### config.mk
export PLATFORM = sky130hd
export DESIGN_NAME = pwm_pair_timer
export DESIGN_NICKNAME = d
export VERILOG_FILES = /design/src/rtl/pwt_pkg.sv /design/src/rtl/pwt_counter.sv /design/src/rtl/pwt_link.sv /design/src/rtl/pwt_channel.sv /design/src/rtl/pwm_pair_timer.sv
export SDC_FILE = /design/constraint.sdc
export NUM_CORES = 1
export LEC_CHECK = 0
export BUFFER_PORTS_ARGS = -buffer_cell sky130_fd_sc_hd__buf_2
export CAP_MARGIN = 25
export CORE_MARGIN = 2
export CORE_UTILIZATION = 40
export CTS_BUF_LIST = sky130_fd_sc_hd__clkbuf_16
export DETAILED_ROUTE_END_ITERATION = 6
export GPL_ROUTABILITY_DRIVEN = 1
export HOLD_SLACK_MARGIN = 0.15
export SYNTH_ARGS = -nofsm -noshare
export SYNTH_HDL_FRONTEND = slang
export SYNTH_SLANG_ARGS = --single-unit
### constraint.sdc
create_clock -name clk -period 5.05 [get_ports clk]
set_input_delay 0.505 -clock clk [delete_from_list [all_inputs] [get_ports clk]]
set_output_delay 0.505 -clock clk [all_outputs]
set_load 0.01 [all_outputs]
### src/rtl/pwt_pkg.sv
package pwt_pkg;

    localparam int unsigned A_CTRL  = 0;
    localparam int unsigned A_TOP   = 1;
    localparam int unsigned A_COUNT = 2;
    localparam int unsigned A_CFG0  = 3;
    localparam int unsigned A_CMP0  = 4;
    localparam int unsigned A_CFG1  = 5;
    localparam int unsigned A_CMP1  = 6;

    typedef struct packed {
        logic       full;
        logic [1:0] act;
        logic       tov;
        logic [1:0] mode;
    } ch_cfg_t;

    typedef enum logic [2:0] {
        LK_SOLO,
        LK_USE0,
        LK_USE0_NXT1,
        LK_USE1,
        LK_USE1_NXT0
    } link_state_t;

    typedef enum logic {
        OUT_LOW,
        OUT_HIGH
    } out_state_t;

endpackage

### src/rtl/pwt_counter.sv
module pwt_counter #(
    parameter int CW  = 16,
    parameter int PSW = 3
) (
    input  logic           clk,
    input  logic           rst_n,
    input  logic           halt,
    input  logic           clr,
    input  logic [PSW-1:0] ps,
    input  logic [CW-1:0]  period,
    output logic [CW-1:0]  count,
    output logic           tick,
    output logic           wrap
);
    localparam int PRE_W = (1 << PSW) - 1;

    logic [PRE_W-1:0] pre_q;
    logic [PRE_W-1:0] mask;

    always_comb begin
        mask = ~({PRE_W{1'b1}} << ps);
        tick = !halt && !clr && ((pre_q & mask) == mask);
        wrap = tick && (count == period);
    end

    always_ff @(posedge clk or negedge rst_n) begin
        if (!rst_n) begin
            pre_q <= '0;
            count <= '0;
        end else if (clr) begin
            pre_q <= '0;
            count <= '0;
        end else if (!halt) begin
            pre_q <= pre_q + 1'b1;
            if (tick) begin
                count <= wrap ? '0 : count + 1'b1;
            end
        end
    end
endmodule

### src/rtl/pwt_link.sv
module pwt_link
    import pwt_pkg::*;
(
    input  logic clk,
    input  logic rst_n,
    input  logic linked,
    input  logic wrap,
    input  logic wr_cmp0,
    input  logic wr_cmp1,
    output logic sel1
);
    link_state_t state_q, state_d;

    always_ff @(posedge clk or negedge rst_n) begin
        if (!rst_n) state_q <= LK_SOLO;
        else        state_q <= state_d;
    end

    always_comb begin
        state_d = state_q;
        unique case (state_q)
            LK_SOLO:      if (linked) state_d = LK_USE0;
            LK_USE0:      if (!linked) state_d = LK_SOLO;
                          else if (wr_cmp1) state_d = LK_USE0_NXT1;
            LK_USE0_NXT1: if (!linked) state_d = LK_SOLO;
                          else if (wrap) state_d = LK_USE1;
            LK_USE1:      if (!linked) state_d = LK_SOLO;
                          else if (wr_cmp0) state_d = LK_USE1_NXT0;
            LK_USE1_NXT0: if (!linked) state_d = LK_SOLO;
                          else if (wrap) state_d = LK_USE0;
            default:      state_d = LK_SOLO;
        endcase
    end

    always_comb begin
        sel1 = (state_q == LK_USE1) || (state_q == LK_USE1_NXT0);
    end
endmodule

### src/rtl/pwt_channel.sv
module pwt_channel
    import pwt_pkg::*;
(
    input  logic       clk,
    input  logic       rst_n,
    input  logic       en,
    input  logic       hit,
    input  logic       wrap,
    input  logic       tov,
    input  logic [1:0] act,
    input  logic       full,
    output logic       pin
);
    out_state_t state_q, state_d;
    out_state_t pulse_lvl;

    always_ff @(posedge clk or negedge rst_n) begin
        if (!rst_n) state_q <= OUT_LOW;
        else        state_q <= state_d;
    end

    always_comb begin
        pulse_lvl = act[0] ? OUT_LOW : OUT_HIGH;
        state_d   = state_q;
        if (en) begin
            if (full && tov) begin
                if (wrap) state_d = pulse_lvl;
            end else begin
                if (wrap && tov) begin
                    state_d = (state_q == OUT_HIGH) ? OUT_LOW : OUT_HIGH;
                end
                if (hit) begin
                    unique case (act)
                        2'b01:   state_d = (state_d == OUT_HIGH) ? OUT_LOW : OUT_HIGH;
                        2'b10:   state_d = OUT_LOW;
                        2'b11:   state_d = OUT_HIGH;
                        default: state_d = state_d;
                    endcase
                end
            end
        end
    end

    always_comb begin
        pin = (act != 2'b00) && (state_q == OUT_HIGH);
    end
endmodule

### src/rtl/pwm_pair_timer.sv
module pwm_pair_timer
    import pwt_pkg::*;
#(
    parameter int CW  = 16,
    parameter int PSW = 3,
    parameter int AW  = 3
) (
    input  logic          clk,
    input  logic          rst_n,
    input  logic          wr_en,
    input  logic [AW-1:0] addr,
    input  logic [CW-1:0] wdata,
    output logic [CW-1:0] rdata,
    output logic [1:0]    pwm_out
);
    localparam int NCH = 2;
    localparam int CFW = $bits(ch_cfg_t);

    logic           halt_q;
    logic [PSW-1:0] ps_q;
    logic [CW-1:0]  period_q;
    ch_cfg_t        cfg_q [NCH];
    logic [CW-1:0]  cmp_q [NCH];

    logic           clr_w, tick_w, wrap_w, sel1_w, linked_w;
    logic [CW-1:0]  count_w;
    logic [NCH-1:0] pin_raw;
    logic           wr_cmp0, wr_cmp1;

    always_comb begin
        clr_w    = wr_en && (addr == AW'(A_CTRL)) && wdata[1];
        wr_cmp0  = wr_en && (addr == AW'(A_CMP0));
        wr_cmp1  = wr_en && (addr == AW'(A_CMP1));
        linked_w = cfg_q[0].mode[1];
    end

    always_ff @(posedge clk or negedge rst_n) begin
        if (!rst_n) begin
            halt_q   <= 1'b0;
            ps_q     <= '0;
            period_q <= '1;
            for (int i = 0; i < NCH; i++) begin
                cfg_q[i] <= '0;
                cmp_q[i] <= '0;
            end
        end else if (wr_en) begin
            if (addr == AW'(A_CTRL)) begin
                halt_q <= wdata[0];
                ps_q   <= wdata[2 +: PSW];
            end
            if (addr == AW'(A_TOP))  period_q <= wdata;
            if (addr == AW'(A_CFG0)) cfg_q[0] <= ch_cfg_t'(wdata[CFW-1:0]);
            if (addr == AW'(A_CFG1)) cfg_q[1] <= ch_cfg_t'(wdata[CFW-1:0]);
            if (wr_cmp0)             cmp_q[0] <= wdata;
            if (wr_cmp1)             cmp_q[1] <= wdata;
        end
    end

    always_comb begin
        rdata = '0;
        unique case (addr)
            AW'(A_CTRL):  rdata = CW'({ps_q, 1'b0, halt_q});
            AW'(A_TOP):   rdata = period_q;
            AW'(A_COUNT): rdata = count_w;
            AW'(A_CFG0):  rdata = CW'(cfg_q[0]);
            AW'(A_CMP0):  rdata = cmp_q[0];
            AW'(A_CFG1):  rdata = CW'(cfg_q[1]);
            AW'(A_CMP1):  rdata = cmp_q[1];
            default:      rdata = '0;
        endcase
    end

    pwt_counter #(.CW(CW), .PSW(PSW)) u_cnt (
        .clk(clk), .rst_n(rst_n), .halt(halt_q), .clr(clr_w), .ps(ps_q),
        .period(period_q), .count(count_w), .tick(tick_w), .wrap(wrap_w)
    );

    pwt_link u_link (
        .clk(clk), .rst_n(rst_n), .linked(linked_w), .wrap(wrap_w),
        .wr_cmp0(wr_cmp0), .wr_cmp1(wr_cmp1), .sel1(sel1_w)
    );

    for (genvar gi = 0; gi < NCH; gi++) begin : g_ch
        logic [CW-1:0] cmp_use;
        logic          hit, en;
        if (gi == 0) begin : g_lead
            assign cmp_use = sel1_w ? cmp_q[1] : cmp_q[0];
            assign en      = (cfg_q[0].mode != 2'b00);
        end else begin : g_follow
            assign cmp_use = cmp_q[gi];
            assign en      = !linked_w && (cfg_q[gi].mode != 2'b00);
        end
        assign hit = tick_w && (count_w == cmp_use);

        pwt_channel u_ch (
            .clk(clk), .rst_n(rst_n), .en(en), .hit(hit), .wrap(wrap_w),
            .tov(cfg_q[gi].tov), .act(cfg_q[gi].act), .full(cfg_q[gi].full),
            .pin(pin_raw[gi])
        );
    end

    always_comb begin
        pwm_out[0] = pin_raw[0];
        pwm_out[1] = linked_w ? 1'b0 : pin_raw[1];
    end
endmodule

== Word level (Yosys, flattened, before mapping) ==
Cells that the tools add are included.
Widths: inputs -> output; s select.

* Register bits after elaboration: 92
* Bits of input ports: 22
* Logic and storage cells: 127

* Add/subtract/negate cells: 2
* Eq/ne operators: 28
* Shift operators: 1
* Muxes and demuxes: 39
* Bitwise gates (word level): 2
* Reduce and logical (&&, ||, !) cells: 37

{| class="wikitable"
|+ Operators with widths
! operator !! count
|-
| $pmux 16 s7 || 1
|-
| $mux 16 || 5
|-
| $eq 16x16->1 || 3
|-
| $mux 3 || 9
|-
| $mux 1 || 19
|-
| $reduce_and 2->1 || 9
|-
| $add 16x1->16 const B || 1
|-
| $logic_and 1x1->1 || 16
|-
| $pmux 3 s5 || 1
|-
| $mux 7 || 2
|-
| $eq 3x2->1 const B || 4
|-
| $eq 3x3->1 const B || 4
|-
| $ne 3x2->1 const B || 4
|-
| $reduce_bool 2->1 || 5
|-
| $eq 2x2->1 const B || 4
|-
| $add 7x1->7 const B || 1
|-
| $and 7x7->7 || 1
|-
| $eq 7x7->1 || 1
|-
| $not 7->7 || 1
|-
| $shl 7x3->7 const A || 1
|-
| $eq 3x1->1 const B || 2
|-
| $logic_not 3->1 || 2
|-
| $pmux 1 s3 || 2
|-
| $reduce_and 5->1 || 1
|-
| 5 further kinds || 10
|}

== Logic depth before layout (Yosys ltp) ==
Gate-level depths: netlist (run 1).

* Depth in word-level cells: 15
* Gate-level depth with buffers: 10

== By module ==
A second synthesis (run 1) with hierarchy kept.

* Cell total of the unflattened synthesis: 521
* Area, all modules: 5489.0 um^2

{| class="wikitable"
|+ Modules (own cells, without submodules)
! module !! instances !! cells an instance !! area an instance (um^2) !! seq. area each (um^2)
|-
| pwm_pair_timer || 1 || 304 || 3579.7 || 1621.6
|-
| pwt_counter || 1 || 158 || 1446.4 || 575.6
|-
| pwt_channel || 2 || 17 || 118.9 || 25.0
|-
| pwt_link || 1 || 25 || 225.2 || 75.1
|}

== Worst setup path after synthesis (run 1) ==
Ideal clock, no wire load.

* Path type: input to output
* Start: input addr[1]
* End: output rdata[10]
* Arrival: 1962 ps
* Required time: 4545 ps
* Slack: 2583 ps
* Stages: 6
* Path buffers: 2
* Cells stage by stage: buf_1 > inv_1 > nor2_1 > clkbuf_1 > a22oi_1 > o22ai_1

* Longest elaborated chain between the ends: 2
* Elaborated cells between the ends (all ways): 8
* Classes of those cells: eq/ne: 6; mux: 1; reduce/logical: 1

{| class="wikitable"
|+ RTL lines
! item !! line !! RTL
|-
| from (decl) || pwm_pair_timer.sv:11 || <nowiki>input logic [AW-1:0] addr,</nowiki>
|-
| $eq 3x3->1 (tied with other cells) || pwm_pair_timer.sv:61 || <nowiki>unique case (addr)</nowiki>
|-
| $pmux 16 s7 (*) || pwm_pair_timer.sv:61 ||
|-
| to (decl) || pwm_pair_timer.sv:13 || <nowiki>output logic [CW-1:0] rdata,</nowiki>
|}

Every way passes the cells marked *; elsewhere a longest branch is shown, timed or not.

== Final worst setup path (run 1) ==
* Start: input addr[0]
* End: output rdata[4]

The elaborated chain is that of the path after synthesis.

==> key figures, run 1 <==
Timing
  • Slew margin rel.: about 31%
  • Minimum clock period after layout: 3.05 ns
  • Hold Fails Final Rpt: 0
  • Setup slack after layout: 2.00 ns
  • F_max: 328 MHz
  • Hold_ws: around 0.16 ns
  • Worst slew pin tran: 1.03 ns
  • RSZ-0062 raised after global routing: no
  • Fin. max-slew vios: 0
  • Fin crit share: 60.3%
  • Setup TNS: 0 ns
  • Clock Skews: 0.00878 ns
  • Setup violations, final: 0

GRT
  • Initial antenna violation count: 0
  • GRT Overall Usage: around 22%
  • Remaining global-route overflow: 0
  • Vias in the first global route: 4,282
  • Largest net degree at the start of global routing: 48
  • First-pass GRT wire length: 24,000 um

Worst setup path
  • CP Launch Type: input pin
  • Setup CP Type: input pin to output pin
  • CP required: 4.55 ns
  • Endpoint type of the worst setup path: output pin
  • Max Fanout on Critical Path: 18
  • R2R depth: 7
  • Crit path DAT: 2.54 ns

Drt
  • Via count: 4,270
  • # DRC: 0
  • DR WL/cell: 20.4 um
  • DRT Pass-1 Iters: 5
  • Drt first-iter violations: 372
  • Post-Route WL: 14,700 um
  • Via/cell ratio: about 5.9
  • Remaining antenna violation count: 0

Finish
  • Nets: 568
  • Design Area, Final: 6040 um2
  • Layout cells sized above 1: between 20% and 30%
  • Antenna fix cells: 0
  • P&R area growth vs syn: 10.1%
  • Util after Layout: between 40% and 50%

Power
  • Flop pwr share: a little under half
  • Gate power share: approximately 28%
  • Clk pwr share: 25.2%
  • Switching part of the total: about a third
  • Switching power: 897 uW
  • Power Density: 426 nW/um2
  • Static Leak: 2.47 nW
  • Worst VDD drop: about 0.22 mV
  • Pint: 1.68 mW

Clocking
  • Cts repair resizes: 0
  • CTS H-tree lvls: 3
  • Post-CTS setup buffer count: 0
  • CTS tree: yes
  • Max clock buf depth: 2
  • Root Driver: clkbuf_16
  • Total CTS buffers: 9
  • # hold bufs at CTS: 0
  • Clock sinks: between 90 and 100
  • Clk Latency, worst-skew pair: 0.36 ns
  • CTS clk-pin slew, worst paths: 0.06 ns

Placement
  • Port bufs: 39
  • Post-detail-place hpwl: 10,700 um
  • GPL Wtd Cong: 0.932
  • Pre-CTS setup slack: 1.91 ns
  • Placement-stage cell area: approximately 5800 um2

Die
  • DIE HEIGHT: ~120 um
  • Initial Utilization: 41.1%
  • Row cnt: 42
  • Die X: 121 um
  • DIE AREA: around 15,000 um2
  • I/O pins: 40
  • Core Box Area: 13,300 um2

Synth
  • Syn avg cell area: 10.4 um2
  • Count leader, synth: dfrtp_1
  • Number of synthesized register bits: 92
  • Mapped Cells: 529
  • Synth cell count leaders: dfrtp_1, mux2_2, xnor2_1, nor2_1, nand2_1
  • Largest cells by area after synthesis: dfrtp_1, mux2_2, dfstp_2
  • Synth unique cells: 62
  • Post-synth top area share: 34.6%
  • YS warnings: 0
  • Register area share after synthesis: 42.3%
  • Post-Syn Nets: 553
  • Yosys top cell by area: dfrtp_1
  • Synth Flop Type: dfrtp_1
  • Post-synth EDFFs: 0
  • Async SR Flop Fraction: 100%
  • Synth Cell Area: 5490 um2

Job
  • Maxcap violations: 0

Status
  • Status: completed

Worst hold path
  • Hold Crit Class: input pin to async pin
## critical path: stages
cell and delay (ns):
buf_2 0.32, inv_1 0.20, nor2_1 0.82, a22oi_1 0.14, a21oi_1 0.25, a311o_1 0.16
buf_2 0.14
## path summary, 6_finish.rpt
check / endpoint / slack, ns / startpoint
max: rdata[4] / 2.00 / addr[0]
min: u_cnt.count[4] / 0.16 / rst_n
max reg2reg: g_ch[1].u_ch.state_q / 2.19 / u_cnt.count[13]
min reg2reg: u_cnt.pre_q[6] / 0.55 / u_cnt.pre_q[6]
max in group asynchronous: u_cnt.count[6] / 3.83 / rst_n
min in group clk: cmp_q[29] / 0.41 / wdata[13]
## layout make-up
class,instances,area (um2)
fill,1303,7310
multi-input combinational,391,2970
sequential,92,2320
timing repair buffer,42,228
clock buffer,9,225
tap,176,220
clock inverter,6,48.8
inverter,8,30.0
## sequential cells by signal (all words and copies together), names as in the netlist
| signal | count |
|---|---|
| period_q | 16 |
| ps_q | 3 |
| g_ch.cmp_use | 16 |
| halt_q | 1 |
| cfg_q | 12 |
| u_link.state_q | 3 |
| u_cnt.pre_q | 7 |
| g_ch.u_ch.state_q | 2 |
| u_cnt.count | 16 |
| cmp_q | 16 |
## stage by stage
stage / std cells / power, mW
after floorplan: 529 / 1.69
after global placement: 708 / 1.91
after detailed placement: 709 / 1.93
after CTS: 724 / 2.59
after global routing: 724 / 2.73
final: 724 / 2.57
## kinds of logic after synthesis
| family | after synthesis | share of synthesized area (%) |
|---|---|---|
| simple gates | 149 | 14.8 |
| compound gates | 99 | 12.6 |
| flops | 92 | 42.3 |
| mux | 82 | 16.8 |
| xor+xnor | 59 | 9.41 |
| buf+inv | 46 | 3.65 |
| fa+ha+maj | 2 | 0.456 |
## layer usage
metal | share of wire [%] | vias up | routed length (um) | global-route usage [%]
met2 | 46 | 161 | 6750 | 33.4
li1 | - | 1949 | - | -
met1 | 47 | 2141 | 6900 | 30.4
met3 | 5.8 | 19 | 862 | 4.56
met5 | 0 | - | 0 | 0
met4 | 1.6 | 0 | 237 | 6.68
## power groups by stage
| stage | sequential (mW) | clock (mW) | combinational, mW |
|---|---|---|---|
| final | 1.21 | 0.649 | 0.717 |
| after global routing | 1.24 | 0.695 | 0.796 |
| after CTS | 1.20 | 0.665 | 0.721 |
| after detailed placement | 1.21 | 0 | 0.717 |
| after global placement | 1.21 | 0 | 0.697 |
| after floorplan | 1.07 | 0 | 0.626 |
## cells in the final DEF (no fill, tap or decap), types with 3 or more instances in the layout
cell type / count
nand2b_1: 6
inv_1: 10
a21o_1: 3
a22oi_1: 15
buf_4: 3
o22ai_1: 17
clkbuf_16: 9
xor2_1: 20
clkinv_1: 3
nand3b_1: 3
and3_1: 8
buf_2: 38
a221oi_1: 7
nand2_1: 29
o32ai_1: 3
or3_1: 5
a21oi_1: 20
nand3_1: 9
dfrtp_1: 76
o21ai_0: 15
nor2_1: 35
nor3_1: 7
xnor2_1: 39
mux2i_1: 15
and2_1: 7
nand4_1: 13
nor4_1: 5
mux2_2: 66
nor3b_1: 3
nor2b_1: 7
dfstp_2: 16
(Power assumes the default switching activity.)
==> inputs of run 2 (changes only) <==
==> constraint.sdc (replaced) <==
create_clock -name clk -period 2.8 [get_ports clk]
set_input_delay 0.28 -clock clk [delete_from_list [all_inputs] [get_ports clk]]
set_output_delay 0.28 -clock clk [all_outputs]
set_load 0.01 [all_outputs]
==> key figures, run 2 (synthesis gave the netlist of run 1 again) <==
Status
  • Status: completed

Power
  • Pint: between 3 and 4 mW
  • Static Leak: about 2.5 nW
  • Switching part of the total: 34.8%
  • Power Density: approximately 760 nW/um2
  • Flop pwr share: a little under half
  • Clk pwr share: between 20% and 30%
  • Gate power share: between 20 and 30%
  • Worst VDD drop: around 0.45 mV
  • Switching power: 1.63 mW

Finish
  • P&R area growth vs syn: 12.0%
  • Antenna fix cells: 0
  • Layout cells sized above 1: 27.6%
  • Util after Layout: between 40% and 50%
  • Fillers: 1,307
  • Most common cell after layout, fill and taps aside: dfrtp_1
  • Nets: slightly below 600
  • Design Area, Final: 6150 um2
  • Most frequent cells in the layout: dfrtp_1, mux2_2, xnor2_1

Worst setup path
  • CP Launch Type: flop
  • Endpoint type of the worst setup path: flop
  • CP required: between 3 and 4 ns
  • Reg2reg end: g_ch[1].u_ch.state_q
  • R2R depth: 9
  • Worst setup endpoint: g_ch[1].u_ch.state_q
  • Reg-to-reg critical path startpoint: u_cnt.count[10]
  • Setup CP Type: flop to flop
  • Reg2Reg Setup Slack: 0.41 ns
  • Crit path DAT: 2.68 ns
  • Worst Setup SP: u_cnt.count[10]
  • Max Fanout on Critical Path: 7

Clocking
  • Clock sinks: 92
  • Cts repair resizes: 0
  • Max clock buf depth: 2
  • Root Driver: clkbuf_16
  • CTS clk-pin slew, worst paths: approximately 0.060 ns
  • Total CTS buffers: 9
  • CTS tree: yes
  • Clk Latency, worst-skew pair: between 0.3 and 0.4 ns
  • CTS H-tree lvls: 3

Placement
  • Placement-stage cell area: 5860 um2
  • GPL Wtd Cong: between 0.8 and 0.9
  • Port bufs: 39
  • Post-detail-place hpwl: 10,600 um

GRT
  • Remaining global-route overflow: 0
  • GRT Overall Usage: 21.8%
  • Largest net degree at the start of global routing: slightly below 50
  • Vias in the first global route: 4,281
  • Initial antenna violation count: 0
  • First-pass GRT wire length: between 20,000 and 25,000 um

Drt
  • Via/cell ratio: between 5 and 6
  • Drt first-iter violations: 256
  • DR WL/cell: 20.5 um
  • Via count: 4,288
  • DRT Pass-1 Iters: 4
  • Post-Route WL: 15,100 um
  • # DRC: 0
  • Remaining antenna violation count: 0

Die
  • I/O pins: 40
  • DIE HEIGHT: 121 um
  • Row cnt: 42
  • DIE AREA: 14,700 um2
  • Core Box Area: between 10,000 and 15,000 um2
  • Die X: 121 um
  • Initial Utilization: 41.1%

Timing
  • Clock Skews: 0.00559 ns
  • Slew margin rel.: a little under three fifths
  • Fin. max-slew vios: 0
  • Setup TNS: 0 ns
  • Worst slew pin tran: 0.639 ns
  • Fin crit share: between 80% and 90%
  • RSZ-0062 raised after global routing: no
  • Setup violations, final: 0
  • F_max: roughly 420 MHz
  • Minimum clock period after layout: 2.39 ns
  • Hold Fails Final Rpt: 0

Job
  • Maxcap violations: 0

Worst hold path
  • Hold Crit Class: input pin to flop
-- run 2: cell types whose count changed in the layout (fill, tap and decap cells not counted) --
cell and delta:
clkinv_1 -1, buf_12 +1, clkinv_2 +1, buf_8 -1
dlygate4sd3_1 +1, buf_4 +12
-- run 2: repair_timing --
action | in CTS | in global routing
setup buffers | 0 | 0
hold endpoints to repair | 34 | 0
hold buffers | 1 | 0
-- run 2: how the worst min path moves through the flow --
stage          cells after the start             endpoint      start
6_report                           2            cmp_q[31]  wdata[15]
2_1_floorplan                      0             cfg_q[0]      rst_n
5_1_grt                            2         period_q[15]  wdata[15]
3_3_place_gp                       1            cmp_q[26]      rst_n
3_5_place_dp                       1  g_ch[1].cmp_use[10]      rst_n
4_1_cts                            2            cmp_q[30]  wdata[14]
-- run 2: power groups by stage --
stage / sequential, mW / combinational [mW] / clock, mW
floorplan: 1.92 / 1.13 / 0
global placement: 2.12 / 1.37 / 0
detailed placement: 2.13 / 1.39 / 0
CTS: 2.11 / 1.40 / 1.20
global route: 2.17 / 1.54 / 1.26
finish: 2.12 / 1.40 / 1.17
-- run 2: worst max-delay path: stages, from the launching register on --
cell and delay [ns]:
dfrtp_1 0.48, xnor2_1 0.23, nand4_1 0.16, nor4_1 0.37
buf_4 0.20, and2_1 0.15, buf_4 0.16, o21ai_1 0.10
nor4bb_1 0.32, a221o_1 0.15
-- run 2: cell type report --
type	instances	area [um2]	share of cell area (%)
clock inverters	6	50.0	0.814
well taps	176	220	3.58
clock buffers	9	225	3.66
repair buffers	55	333	5.41
multi-input cells	391	2970	48.3
flip-flops and latches	92	2320	37.8
inverters	8	30.0	0.488
-- run 2: through the flow --
stage               power (mW)  hold WS [ns]  setup slack, ns  cells
floorplan                 3.05       -0.0156            0.591    529
global placement          3.49         0.339            0.484    721
detailed placement        3.53         0.344            0.367    721
CTS                       4.72         0.180            0.437    737
global route              4.96         0.194            0.158    737
finish                    4.69         0.188            0.406    737
-- run 2: routing by layer --
metal	vias up	wire, um	track usage (%)	share of wire, %
met5	-	0	0	0
met1	2127	7000	30.3	46
met4	0	456	8.41	3.0
li1	1977	-	-	-
met2	148	6850	33.0	45
met3	36	793	4.84	5.2
==> inputs of run 3 (changes only) <==
--- a/config.mk
+++ b/config.mk
@@ -13,6 +13,7 @@
 export DETAILED_ROUTE_END_ITERATION = 6
 export GPL_ROUTABILITY_DRIVEN = 1
 export HOLD_SLACK_MARGIN = 0.15
+export PLACE_DENSITY = 0.69
 export SYNTH_ARGS = -nofsm -noshare
 export SYNTH_HDL_FRONTEND = slang
 export SYNTH_SLANG_ARGS = --single-unit
==> key figures, run 3 (synthesis gave the netlist of run 1 again) <==
GRT
  • Remaining global-route overflow: 0
  • First-pass GRT wire length: 23,200 um
  • Initial antenna violation count: 0
  • Largest net degree at the start of global routing: 93
  • Vias in the first global route: 4,283
  • GRT Overall Usage: slightly above 20%

Power
  • Pint: 3.06 mW
  • Clk pwr share: roughly a quarter
  • Switching power: between 1.5 and 2 mW
  • Worst VDD drop: 0.380 mV
  • Flop pwr share: 45.7%
  • Power Density: about 760 nW/um2
  • Gate power share: 29.0%
  • Switching part of the total: roughly a third
  • Static Leak: 2.53 nW

Drt
  • DRT Pass-1 Iters: 4
  • Via/cell ratio: just under 6
  • Drt first-iter violations: 340
  • DR WL/cell: between 15 and 20 um
  • Met3 WL post-DR: roughly 800 um
  • Remaining antenna violation count: 0
  • Post-Route WL: 14,500 um
  • Via count: 4,307
  • M1 wire length: 6850 um
  • Met2 WL post-DR: 6620 um
  • # DRC: 0
  • Top layer in use: met4

Finish
  • Most frequent cells in the layout: dfrtp_1, mux2_2, xnor2_1
  • Storage cell area: 2320 um2
  • Area occupied by multi-input gates: 2970 um2
  • Antenna fix cells: 0
  • Fillers: 1,284
  • P&R area growth vs syn: 12.0%
  • Most common cell after layout, fill and taps aside: dfrtp_1
  • Nets: 580
  • Util after Layout: 46.1%
  • Layout cells sized above 1: 27.8%
  • Design Area, Final: 6150 um2

Clocking
  • Clk Latency, worst-skew pair: 0.35 ns
  • Clock sinks: about 90
  • Post-CTS setup buffer count: 0
  • Max clock buf depth: 2
  • CTS H-tree lvls: 3
  • Root Driver: clkbuf_16
  • CTS clk-pin slew, worst paths: 0.06 ns
  • CTS tree: yes
  • Total CTS buffers: 9

Worst setup path
  • CP Launch Type: flop
  • CP required: 3.06 ns
  • Endpoint type of the worst setup path: flop
  • R2R depth: 7
  • Crit path DAT: 2.76 ns
  • Reg-to-reg critical path startpoint: u_link.state_q[1]
  • Reg2Reg Setup Slack: ~0.3 ns
  • Reg2reg end: g_ch[0].u_ch.state_q
  • Setup CP Type: flop to flop
  • Max Fanout on Critical Path: 13

Worst hold path
  • Hold Crit Start: wdata[9]
  • Worst Hold Endpoint: period_q[9]
  • Hold Path Depth: 2
  • Hold Crit Class: input pin to flop

Die
  • Initial Utilization: 41.1%
  • DIE HEIGHT: 121 um
  • Core Box Area: 13,300 um2
  • DIE AREA: 14,700 um2
  • Row cnt: 42
  • Die X: 121 um
  • I/O pins: 40

Placement
  • Placement-stage cell area: 5850 um2
  • Port bufs: 39
  • GPL Wtd Cong: 0.883
  • Post-detail-place hpwl: ~10,000 um

Timing
  • Setup TNS: 0 ns
  • Worst slew pin tran: 0.536 ns
  • RSZ-0062 raised after global routing: no
  • Slew margin rel.: 64.0%
  • Hold Fails Final Rpt: 0
  • F_max: 399 MHz
  • Minimum clock period after layout: 2.51 ns
  • Fin crit share: just under 90%
  • Clock Skews: 0.00532 ns
  • Fin. max-slew vios: 0
  • Setup violations, final: 0

Status
  • Status: completed

Job
  • Maxcap violations: 0
-- run 3: layer usage --
layer	global-route usage [%]	vias up
met5	0	-
met4	6.32	0
met3	3.76	19
met2	32.1	149
met1	29.2	2170
li1	-	1969
-- run 3: how the worst max path moves through the flow --
stage,startpoint,end,slack (ns),cells past startpoint
finish,u_link.state_q[1],g_ch[0].u_ch.state_q,0.29,7
global route,u_link.state_q[1],g_ch[0].u_ch.state_q,0.06,7
CTS,u_link.state_q[1],g_ch[0].u_ch.state_q,0.34,7
detailed placement,addr[0],g_ch[1].u_ch.state_q,0.27,8
global placement,addr[0],g_ch[1].u_ch.state_q,0.39,8
floorplan,addr[0],g_ch[1].u_ch.state_q,0.59,10
-- run 3: power by group through the flow --
| stage | Clock, mW | Sequential (mW) | Combinational [mW] |
|---|---|---|---|
| 6_report | 1.19 | 2.15 | 1.37 |
| 5_1_grt | 1.27 | 2.19 | 1.51 |
| 4_1_cts | 1.21 | 2.13 | 1.37 |
| 3_5_place_dp | 0 | 2.15 | 1.35 |
| 3_3_place_gp | 0 | 2.13 | 1.32 |
| 2_1_floorplan | 0 | 1.92 | 1.13 |
-- run 3: cell type report --
class / count / share of cell area, %
flip-flops and latches: 92 / 37.8
well taps: 176 / 3.58
clock inverters: 7 / 0.956
inverters: 8 / 0.488
clock buffers: 9 / 3.66
multi-input cells: 391 / 48.2
repair buffers: 54 / 5.29
-- run 3: per-stage QoR --
stage	total power [mW]	setup slack [ns]	cells	hold WS [ns]
2_1_floorplan	3.05	0.591	529	-0.0156
3_5_place_dp	3.51	0.267	720	0.367
5_1_grt	4.97	0.0594	737	0.197
4_1_cts	4.71	0.340	737	0.185
6_report	4.70	0.295	737	0.191
3_3_place_gp	3.46	0.388	720	0.364
-- run 3: worst max-delay path: stages, from the launching register on --
cell and delay (ns):
dfrtp_1 0.54, or3b_1 0.35, nand2_1 0.19, nor4_1 0.47, o21ai_0 0.16, a21oi_1 0.31, o2111ai_1 0.15, a31oi_1 0.24
-- run 3: what timing repair did --
item	4_1_cts	5_1_grt
hold endpoints to repair	76	0
resized for setup	0	0
hold buffers	1	0
